[src/rtl/rvfuse_pkg.sv]
package rvfuse_pkg;
  localparam int XLEN  = 32;
  localparam int REG_W = 5;

  localparam logic [6:0] OP_AUIPC = 7'b0010111;
  localparam logic [6:0] OP_JALR  = 7'b1100111;
  localparam logic [6:0] OP_JAL   = 7'b1101111;

  typedef struct packed {
    logic              is_auipc;
    logic              is_jalr;
    logic              is_jal;
    logic [REG_W-1:0]  rd;
    logic [REG_W-1:0]  rs1;
    logic [19:0]       imm_u;
    logic [11:0]       imm_i;
  } dec_t;

  typedef struct packed {
    logic push;
    logic pop;
  } ras_hint_t;
endpackage

[src/rtl/rvfuse_decode.sv]
module rvfuse_decode
  import rvfuse_pkg::*;
(
  input  logic [31:0] insn,
  output dec_t        dec
);
  always_comb begin
    dec.is_auipc = (insn[6:0] == OP_AUIPC);
    dec.is_jalr  = (insn[6:0] == OP_JALR) && (insn[14:12] == 3'b000);
    dec.is_jal   = (insn[6:0] == OP_JAL);
    dec.rd       = insn[11:7];
    dec.rs1      = insn[19:15];
    dec.imm_u    = insn[31:12];
    dec.imm_i    = insn[31:20];
  end
endmodule

[src/rtl/rvfuse_match.sv]
module rvfuse_match
  import rvfuse_pkg::*;
#(
  parameter int CALL_REG = 1
) (
  input  dec_t            dec0,
  input  dec_t            dec1,
  input  logic            valid0,
  input  logic            valid1,
  input  logic            exc0,
  input  logic [XLEN-1:0] pc0,
  output logic            fuse,
  output logic [XLEN-1:0] target,
  output logic [XLEN-1:0] link
);
  localparam logic [REG_W-1:0] CALL_R = REG_W'(CALL_REG);

  logic            shape_ok;
  logic            regs_ok;
  logic [XLEN-1:0] upper;
  logic [XLEN-1:0] lower;
  logic [XLEN-1:0] sum;

  always_comb begin
    shape_ok = dec0.is_auipc && dec1.is_jalr;
    regs_ok  = (dec0.rd == CALL_R) && (dec1.rs1 == CALL_R) && (dec1.rd == CALL_R);
    fuse     = valid0 && valid1 && !exc0 && shape_ok && regs_ok;
    upper    = {dec0.imm_u, 12'h000};
    lower    = {{(XLEN-12){dec1.imm_i[11]}}, dec1.imm_i};
    sum      = pc0 + upper + lower;
    target   = {sum[XLEN-1:1], 1'b0};
    link     = pc0 + XLEN'(8);
  end
endmodule

[src/rtl/rvfuse_ras.sv]
module rvfuse_ras
  import rvfuse_pkg::*;
#(
  parameter int LINK_A = 1,
  parameter int LINK_B = 5
) (
  input  dec_t      dec,
  input  logic      fuse,
  output ras_hint_t hint
);
  localparam logic [REG_W-1:0] LA = REG_W'(LINK_A);
  localparam logic [REG_W-1:0] LB = REG_W'(LINK_B);

  logic rd_link;
  logic rs_link;

  always_comb begin
    rd_link = (dec.rd == LA) || (dec.rd == LB);
    rs_link = (dec.rs1 == LA) || (dec.rs1 == LB);
    hint    = '0;
    if (fuse) begin
      hint.push = 1'b1;
    end else if (dec.is_jalr) begin
      hint.push = rd_link;
      hint.pop  = rs_link && (!rd_link || (dec.rd != dec.rs1));
    end else if (dec.is_jal) begin
      hint.push = rd_link;
    end
  end
endmodule

[src/rtl/rvfuse_call.sv]
module rvfuse_call
  import rvfuse_pkg::*;
#(
  parameter int CALL_REG    = 1,
  parameter int LINK_A      = 1,
  parameter int LINK_B      = 5,
  parameter int SYNC_STAGES = 2
) (
  input  logic        clk,
  input  logic        rst_n,
  input  logic        slot0_valid,
  input  logic [31:0] slot0_insn,
  input  logic [31:0] slot0_pc,
  input  logic        slot0_exc,
  input  logic        slot1_valid,
  input  logic [31:0] slot1_insn,
  output logic [1:0]  take,
  output logic        out_valid,
  output logic        out_fused,
  output logic [31:0] out_insn,
  output logic [31:0] out_pc,
  output logic        out_exc,
  output logic [31:0] out_target,
  output logic [31:0] out_link,
  output logic [4:0]  out_rd,
  output logic        out_ras_push,
  output logic        out_ras_pop
);
  localparam int NSLOTS = 2;

  // reset: asserted asynchronously, released through a flop chain
  logic [SYNC_STAGES-1:0] rst_chain;
  logic                   rst_q_n;

  always_ff @(posedge clk or negedge rst_n) begin
    if (!rst_n) rst_chain <= '0;
    else        rst_chain <= {rst_chain[SYNC_STAGES-2:0], 1'b1};
  end
  assign rst_q_n = rst_chain[SYNC_STAGES-1];

  // per-slot decode
  logic [31:0] words [NSLOTS];
  dec_t        decs  [NSLOTS];
  assign words[0] = slot0_insn;
  assign words[1] = slot1_insn;

  for (genvar s = 0; s < NSLOTS; s++) begin : g_dec
    rvfuse_decode u_dec (.insn(words[s]), .dec(decs[s]));
  end

  logic            fuse;
  logic [XLEN-1:0] f_target;
  logic [XLEN-1:0] f_link;
  ras_hint_t       hint;

  rvfuse_match #(.CALL_REG(CALL_REG)) u_match (
    .dec0(decs[0]), .dec1(decs[1]),
    .valid0(slot0_valid), .valid1(slot1_valid), .exc0(slot0_exc),
    .pc0(slot0_pc), .fuse(fuse), .target(f_target), .link(f_link)
  );

  rvfuse_ras #(.LINK_A(LINK_A), .LINK_B(LINK_B)) u_ras (
    .dec(decs[0]), .fuse(fuse), .hint(hint)
  );

  // next-state
  logic            nx_fused;
  logic [31:0]     nx_insn;
  logic [XLEN-1:0] nx_target;
  logic [XLEN-1:0] nx_link;
  logic [4:0]      nx_rd;
  logic            load_en;

  always_comb begin
    load_en   = slot0_valid;
    nx_fused  = fuse;
    nx_insn   = slot0_insn;
    nx_target = fuse ? f_target : '0;
    nx_link   = fuse ? f_link : (slot0_pc + XLEN'(4));
    nx_rd     = fuse ? REG_W'(CALL_REG) : decs[0].rd;
    if (!slot0_valid) take = 2'd0;
    else if (fuse)    take = 2'd2;
    else              take = 2'd1;
  end

  // registers
  always_ff @(posedge clk or negedge rst_q_n) begin
    if (!rst_q_n) out_valid <= 1'b0;
    else          out_valid <= slot0_valid;
  end

  always_ff @(posedge clk or negedge rst_q_n) begin
    if (!rst_q_n) begin
      out_fused    <= 1'b0;
      out_insn     <= '0;
      out_pc       <= '0;
      out_exc      <= 1'b0;
      out_target   <= '0;
      out_link     <= '0;
      out_rd       <= '0;
      out_ras_push <= 1'b0;
      out_ras_pop  <= 1'b0;
    end else if (load_en) begin
      out_fused    <= nx_fused;
      out_insn     <= nx_insn;
      out_pc       <= slot0_pc;
      out_exc      <= slot0_exc;
      out_target   <= nx_target;
      out_link     <= nx_link;
      out_rd       <= nx_rd;
      out_ras_push <= hint.push;
      out_ras_pop  <= hint.pop;
    end
  end
endmodule

[config.mk]
export PLATFORM = sky130hd
export DESIGN_NAME = rvfuse_call
export DESIGN_NICKNAME = d
export VERILOG_FILES = /design/src/rtl/rvfuse_pkg.sv /design/src/rtl/rvfuse_decode.sv /design/src/rtl/rvfuse_match.sv /design/src/rtl/rvfuse_ras.sv /design/src/rtl/rvfuse_call.sv
export SDC_FILE = /design/constraint.sdc
export NUM_CORES = 1
export LEC_CHECK = 0
export BUFFER_PORTS_ARGS = -buffer_cell sky130_fd_sc_hd__buf_2
export CAP_MARGIN = 20
export CORE_MARGIN = 1
export CORE_UTILIZATION = 47
export CTS_BUF_LIST = sky130_fd_sc_hd__clkbuf_16
export CTS_CLUSTER_SIZE = 40
export DETAILED_ROUTE_END_ITERATION = 8
export GPL_ROUTABILITY_DRIVEN = 0
export PLACE_DENSITY = 0.78
export SETUP_SLACK_MARGIN = 0.15
export SYNTH_ARGS = -nofsm -noshare
export SYNTH_HDL_FRONTEND = slang
export SYNTH_SLANG_ARGS = --single-unit
export TNS_END_PERCENT = 30
[constraint.sdc]
create_clock -name clk -period 5.1 [get_ports clk]
set_input_delay 0.255 -clock clk [delete_from_list [all_inputs] [get_ports clk]]
set_output_delay 0.255 -clock clk [all_outputs]
set_load 0.01 [all_outputs]
; Yosys cells after proc, flatten, opt, wreduce, memory -nomap -nowiden
; Index checks and enable logic that the tools add are counted.
[classes]
add_sub_neg = 4
eq_ne = 11
mux = 10
n_reduce_logical = 17
[ops]
columns = cell, count
row1 = adder 32 bit, 2
row2 = 2-to-1 mux 32 bit, 2
row3 = "adder 32 x 3 -> 32 bit, second input constant", 1
row4 = "adder 32 x 4 -> 32 bit, second input constant", 1
row5 = "== test 7 bit, second input constant", 3
row6 = "== test 5 x 1 -> 1 bit, second input constant", 4
row7 = "== test 5 x 3 -> 1 bit, second input constant", 2
row8 = logical AND 1 bit, 10
row9 = "== test 7 x 5 -> 1 bit, second input constant", 1
row10 = logical NOT 3 bit, 2
row11 = 2-to-1 mux 1 bit, 5
row12 = 2-to-1 mux 5 bit, 1
row13 = != test 5 bit, 1
row14 = 2-to-1 mux 2 bit, 2
row15 = logical OR 1 bit, 3
row16 = logical NOT 1 bit, 2
[totals]
regBits = 140
in_bits = 101
out_inout_bits = 140
word_cells = 53

; Longest topological paths before layout
[depth]
depth_word = 7
mapped_depth = 14
mapped_depth_nobuf = 13

; By module
; From an unflattened synthesis, not the netlist that was laid out.
[hier_totals]
cells_unflattened = 902
area_unflattened_um2 = 9375.2
[by_module_without_submodules]
columns = module, n_inst, cells_each, area_per_inst_um2, seq_area_each_um2
row1 = rvfuse_call, 1, 459, 5900.7, 3503.4
row2 = rvfuse_match, 1, 338, 2671.3, 0.0
row3 = rvfuse_decode, 2, 49, 372.9, 0.0
row4 = rvfuse_ras, 1, 7, 57.6, 0.0

; Worst setup path before layout
; No wires, ideal clock.
[synth_path]
path_kind = input-to-reg
start = input port slot0_insn[13]
end = register out_target[28]
setup_time_ps = 132
t_arrival_ps = 2786
t_required_ps = 4968
path_slack_ps = 2182
cell_stages = 11
n_path_buf = 1
path_cell_list = fa_1 -> ha_1 -> clkbuf_1 -> nand4_1 -> or2_2 -> o21ai_0 -> o21ai_0 -> and4_1 -> o41ai_1 -> xnor2_1 -> o2bb2ai_1
[synth_via]
elab_chain_cells = 3
[synth_rtl]
columns = element, line
row1 = "start, declared", rvfuse_call.sv:12  ; input logic [31:0] slot0_insn,
row2 = adder 32 bit (2 in a row), rvfuse_match.sv:30  ; sum = pc0 + upper + lower;
row3 = 2-to-1 mux 32 bit, rvfuse_call.sv:78  ; nx_target = fuse ? f_target : '0;
row4 = "end signal, assigned", rvfuse_call.sv:108  ; out_target <= nx_target;
row5 = "end, declared", rvfuse_call.sv:23  ; output logic [31:0] out_target,
; Every way passes these cells.
; A chain may end at the register's enable or synchronous reset.

; Worst setup path in the final report
[layout_path]
start = input port slot1_insn[31]
end = register out_target[31]
[layout_via]
elab_chain_cells = 2
[layout_rtl]
columns = element, line
row1 = "start, declared", rvfuse_call.sv:16  ; input logic [31:0] slot1_insn,
row2 = adder 32 bit, rvfuse_match.sv:30
row3 = 2-to-1 mux 32 bit, rvfuse_call.sv:78
; Every way passes these cells.

==> flow_results.xml <==
<?xml version="1.0" encoding="UTF-8"?>
<metrics>
  <group name="status">
    <metric name="status" unit="">completed</metric>
  </group>
  <group name="floorplanning">
    <metric name="io-pin-count" unit="">241</metric>
    <metric name="fp.dieArea" unit="µm²">16800</metric>
    <metric name="num_rows" unit="">46</metric>
    <metric name="core" unit="µm²">15900</metric>
    <metric name="dieHeight" unit="µm">130</metric>
    <metric name="die-width" unit="µm">130</metric>
    <metric name="initial_utilization" unit="%">48.3</metric>
  </group>
  <group name="setup_path">
    <metric name="critPathSlowestCell" unit="">sky130_fd_sc_hd__fa_1</metric>
    <metric name="path_max_fanout" unit="">21</metric>
    <metric name="cp_cell_sequence" unit="">buf_2 &gt; inv_1 &gt; fa_1 &gt; inv_1 &gt; ha_1 &gt; and4_1 &gt; a31oi_1 &gt; o21ai_0 &gt; a31oi_1 &gt; or3_1 &gt; o21ai_0 &gt; xnor2_1 &gt; o2bb2ai_1</metric>
    <metric name="timing_worst_setup_path_type" unit="">input port to flip-flop</metric>
    <metric name="critical_path_arrival" unit="ns">3.68</metric>
    <metric name="timing.critical_path.from_type" unit="">input port</metric>
    <metric name="cpPeakStageDelay" unit="ns">0.51</metric>
    <metric name="critical_path.endpoint_type" unit="">flip-flop</metric>
    <metric name="critical_path_required" unit="ns">5.40</metric>
  </group>
  <group name="final_layout">
    <metric name="drive_gt1_share" unit="%">37.4</metric>
    <metric name="finish.instance_area" unit="µm²">9650</metric>
    <metric name="multi_input_area" unit="µm²">3990</metric>
    <metric name="fillerInstances" unit="">1320</metric>
    <metric name="most_used_cells_in_the_layout_excluding_fill_and_tap_cells" unit="">sky130_fd_sc_hd__buf_2 (238), sky130_fd_sc_hd__dfrtp_1 (136), sky130_fd_sc_hd__mux2_2 (61), sky130_fd_sc_hd__a21oi_1 (54)</metric>
    <metric name="ff_latch_area" unit="µm²">3430</metric>
    <metric name="num-nets-final" unit="">1084</metric>
    <metric name="most_common_cell_after_layout_fill_and_taps_aside" unit="">sky130_fd_sc_hd__buf_2</metric>
    <metric name="flow.area_growth_from_synthesis" unit="%">25.7</metric>
    <metric name="antennaDiodeCount" unit="">0</metric>
  </group>
  <group name="power">
    <metric name="design_power_total" unit="W">0.00329</metric>
    <metric name="peakVddDrop" unit="V">0.000249</metric>
    <metric name="power_per_cell_area" unit="nW/µm²">341</metric>
    <metric name="p_leak" unit="nW">4.62</metric>
  </group>
  <group name="sta">
    <metric name="slew_violations" unit="">0</metric>
    <metric name="fin_worst_skew" unit="ns">0.00695</metric>
    <metric name="grt_setup_unrepaired" unit="">false</metric>
    <metric name="tightestPinTransition" unit="ns">1.03</metric>
    <metric name="final.setup.worst_slack" unit="ns">1.72</metric>
    <metric name="relative_slew_margins" unit="%">31.4</metric>
    <metric name="finalHoldViolCount" unit="">0</metric>
    <metric name="max_clock_freq" unit="MHz">296</metric>
    <metric name="period_utilization_post_route" unit="%">66.3</metric>
    <metric name="timing.hold.ws" unit="ns">0.0669</metric>
    <metric name="finalSetupTns" unit="ns">0</metric>
    <metric name="period_minus_slack" unit="ns">3.38</metric>
    <metric name="setup_viol" unit="">0</metric>
  </group>
  <group name="route">
    <metric name="vias_per_cell" unit="">5.42</metric>
    <metric name="finalWirelength" unit="mm">20.0</metric>
    <metric name="routedWlPerCell" unit="µm">17.4</metric>
    <metric name="vias" unit="">6230</metric>
    <metric name="detailedRoute.firstIterationViolations" unit="">414</metric>
    <metric name="route.detailed.drc" unit="">0</metric>
    <metric name="final_antenna_net_count" unit="">0</metric>
    <metric name="drt_pre_antenna_iters" unit="">5</metric>
  </group>
  <group name="logic_synthesis">
    <metric name="number_of_enable_flip_flop_cells_after_synthesis" unit="">0</metric>
    <metric name="netlist_area_before_placement" unit="µm²">7680</metric>
    <metric name="syn_area_per_cell" unit="µm²">11.1</metric>
    <metric name="synth-main-ff-cell" unit="">sky130_fd_sc_hd__dfrtp_1</metric>
    <metric name="ys_seq_area_share" unit="%">44.7</metric>
    <metric name="synth.distinct_cells" unit="">56</metric>
    <metric name="yosysWarnings" unit="">0</metric>
    <metric name="syn-num-nets" unit="">853</metric>
    <metric name="postSynthRegisterBits" unit="">137</metric>
    <metric name="async_reset_ff_share" unit="%">100</metric>
    <metric name="netlist_instances" unit="">689</metric>
  </group>
  <group name="global_route">
    <metric name="globalRouteTotalUtil" unit="%">24.6</metric>
    <metric name="global_route_wire_length_before_repair" unit="mm">31.3</metric>
    <metric name="maximum_number_of_pins_on_one_net_before_global_route_repair" unit="">105</metric>
    <metric name="grt_pass1_vias" unit="">6071</metric>
    <metric name="grt-ovfl-total" unit="">0</metric>
    <metric name="antenna_found_initial" unit="">0</metric>
  </group>
  <group name="placed_design">
    <metric name="placedInstanceArea" unit="µm²">9010</metric>
    <metric name="sum_of_net_half_perimeters_after_detailed_placement" unit="mm">15.0</metric>
    <metric name="place_worst_setup_slack" unit="ns">1.31</metric>
    <metric name="io_buffer_count" unit="">239</metric>
  </group>
  <group name="clock_tree">
    <metric name="cts.htree.levels" unit="">4</metric>
    <metric name="root_buffer" unit="">sky130_fd_sc_hd__clkbuf_16</metric>
    <metric name="cts_setup_buffers" unit="">0</metric>
    <metric name="cts_num_sinks" unit="">137</metric>
    <metric name="cts_tree" unit="">done</metric>
    <metric name="worstSkewPairLatency" unit="ns">0.42</metric>
    <metric name="cts-buffers-inserted" unit="">17</metric>
    <metric name="clockBufferDepth" unit="">2</metric>
    <metric name="clkSlewWorstSetupHoldPaths" unit="ns">0.06</metric>
  </group>
  <group name="flow_run">
    <metric name="drv_cap" unit="">0</metric>
  </group>
  <group name="min_path">
    <metric name="timing.hold.worst.class" unit="">input port to flip-flop</metric>
  </group>
</metrics>
-- layout make-up --
class / instances / area share [%]
Clock buffer: 17 / 4.41
Clock inverter: 15 / 2.07
Inverter: 22 / 0.856
Multi-Input combinational cell: 497 / 41.4
Sequential cell: 137 / 35.6
Tap cell: 216 / 2.80
Timing Repair Buffer: 245 / 12.9
-- per-layer routing --
layer | global-route usage (%) | part of all wire, % | up-vias
li1 | - | - | 2950
met1 | 33.1 | 45 | 3031
met2 | 38.8 | 47 | 224
met3 | 5.62 | 6.1 | 25
met4 | 9.10 | 1.7 | 0
met5 | 0 | 0 | -
-- flip-flops by register name, summed over array words and instances (netlist names) --
| signal | flops |
|---|---|
| out_pc | 32 |
| out_fused | 1 |
| out_rd | 5 |
| out_ras_push | 1 |
| out_valid | 1 |
| rst_chain | 2 |
| out_insn | 32 |
| out_target | 31 |
| out_ras_pop | 1 |
| out_exc | 1 |
| out_link | 30 |
-- cells in the mapped netlist (2+ instances only) --
| cell type | instances | share of area (%) |
|---|---|---|
| sky130_fd_sc_hd__and2_1 | 3 | 0.24 |
| sky130_fd_sc_hd__o21ai_0 | 35 | 2.3 |
| sky130_fd_sc_hd__fa_1 | 20 | 5.2 |
| sky130_fd_sc_hd__nand4b_1 | 2 | 0.23 |
| sky130_fd_sc_hd__clkbuf_1 | 20 | 0.98 |
| sky130_fd_sc_hd__a211oi_1 | 3 | 0.29 |
| sky130_fd_sc_hd__o2bb2ai_1 | 15 | 1.7 |
| sky130_fd_sc_hd__conb_1 | 2 | 0.098 |
| sky130_fd_sc_hd__inv_1 | 22 | 1.1 |
| sky130_fd_sc_hd__a31o_2 | 2 | 0.23 |
| sky130_fd_sc_hd__a22o_1 | 16 | 1.8 |
| sky130_fd_sc_hd__dlygate4sd1_1 | 2 | 0.23 |
| sky130_fd_sc_hd__xor2_1 | 35 | 4.0 |
| sky130_fd_sc_hd__or4_4 | 2 | 0.29 |
| sky130_fd_sc_hd__and4_1 | 5 | 0.57 |
| sky130_fd_sc_hd__ha_1 | 43 | 7.0 |
| sky130_fd_sc_hd__mux2_2 | 61 | 8.9 |
| sky130_fd_sc_hd__a21o_1 | 10 | 0.98 |
| sky130_fd_sc_hd__o21bai_1 | 7 | 0.68 |
| sky130_fd_sc_hd__nand4_1 | 16 | 1.3 |
| sky130_fd_sc_hd__o221ai_1 | 2 | 0.23 |
| sky130_fd_sc_hd__xnor2_1 | 27 | 3.1 |
| sky130_fd_sc_hd__nand3_1 | 16 | 1.0 |
| sky130_fd_sc_hd__nor2_1 | 43 | 2.1 |
| sky130_fd_sc_hd__buf_2 | 3 | 0.20 |
| sky130_fd_sc_hd__a21boi_0 | 2 | 0.20 |
| sky130_fd_sc_hd__a31oi_1 | 7 | 0.57 |
| sky130_fd_sc_hd__nor4b_1 | 2 | 0.23 |
| sky130_fd_sc_hd__or4b_2 | 2 | 0.26 |
| sky130_fd_sc_hd__a21oi_1 | 54 | 3.5 |
| sky130_fd_sc_hd__buf_4 | 4 | 0.39 |
| sky130_fd_sc_hd__nor3_1 | 5 | 0.33 |
| sky130_fd_sc_hd__dfrtp_1 | 137 | 45 |
| sky130_fd_sc_hd__nor2b_1 | 3 | 0.24 |
| sky130_fd_sc_hd__nand2_1 | 31 | 1.5 |
| sky130_fd_sc_hd__clkbuf_8 | 2 | 0.36 |
| sky130_fd_sc_hd__and3_1 | 9 | 0.73 |
-- per-stage QoR --
step	std cells	utilization [%]
3_3_place_gp	1116	56.7
3_5_place_dp	1116	56.7
5_1_grt	1149	60.7
2_1_floorplan	689	-
6_report	1149	60.7
4_1_cts	1149	60.7
-- power by group --
part	internal, W	switching, W	leakage, nW
Sequential	0.00117	0.0000476	1.67
Combinational	0.000331	0.000432	2.64
Clock	0.000819	0.000490	0.303
-- critical path: cells and delay by family --
family | cells | cell delay, ns
compound gates | 5 | 1.12
xor+xnor | 1 | 0.15
simple gates | 2 | 0.65
fa+ha+maj | 2 | 0.87
buf+inv | 3 | 0.61
-- timing repair --
action	in CTS	in global routing
endpoints found under the hold margin	2	0
hold buffers	1	0
resized for setup	0	0
-- cells by family after synthesis --
group / Yosys count / synth area share (%)
buffers and inverters: 55 / 3.42
other: 2 / 0.0978
AND/OR/NAND/NOR: 148 / 10.1
flip-flops: 137 / 44.7
XOR/XNOR: 62 / 7.07
adder cells (fa/ha/maj): 63 / 12.2
AO/OA/AOI/OAI: 161 / 13.4
multiplexers: 61 / 8.95
-- path summary, 6_finish.rpt --
path	from	depth (start not counted)	slack (ns)	to
min in group asynchronous	rst_n	2	0.13	rst_chain[0]
worst max register to register	rst_chain[1]	1	3.63	out_link[10]
worst min-delay path	slot0_insn[8]	3	0.07	out_rd[1]
max in group asynchronous	rst_chain[1]	1	3.63	out_link[10]
worst min register to register	rst_chain[0]	0	0.35	rst_chain[1]
worst max-delay path	slot1_insn[31]	13	1.72	out_target[31]
Power figures use the tool's default switching activity.
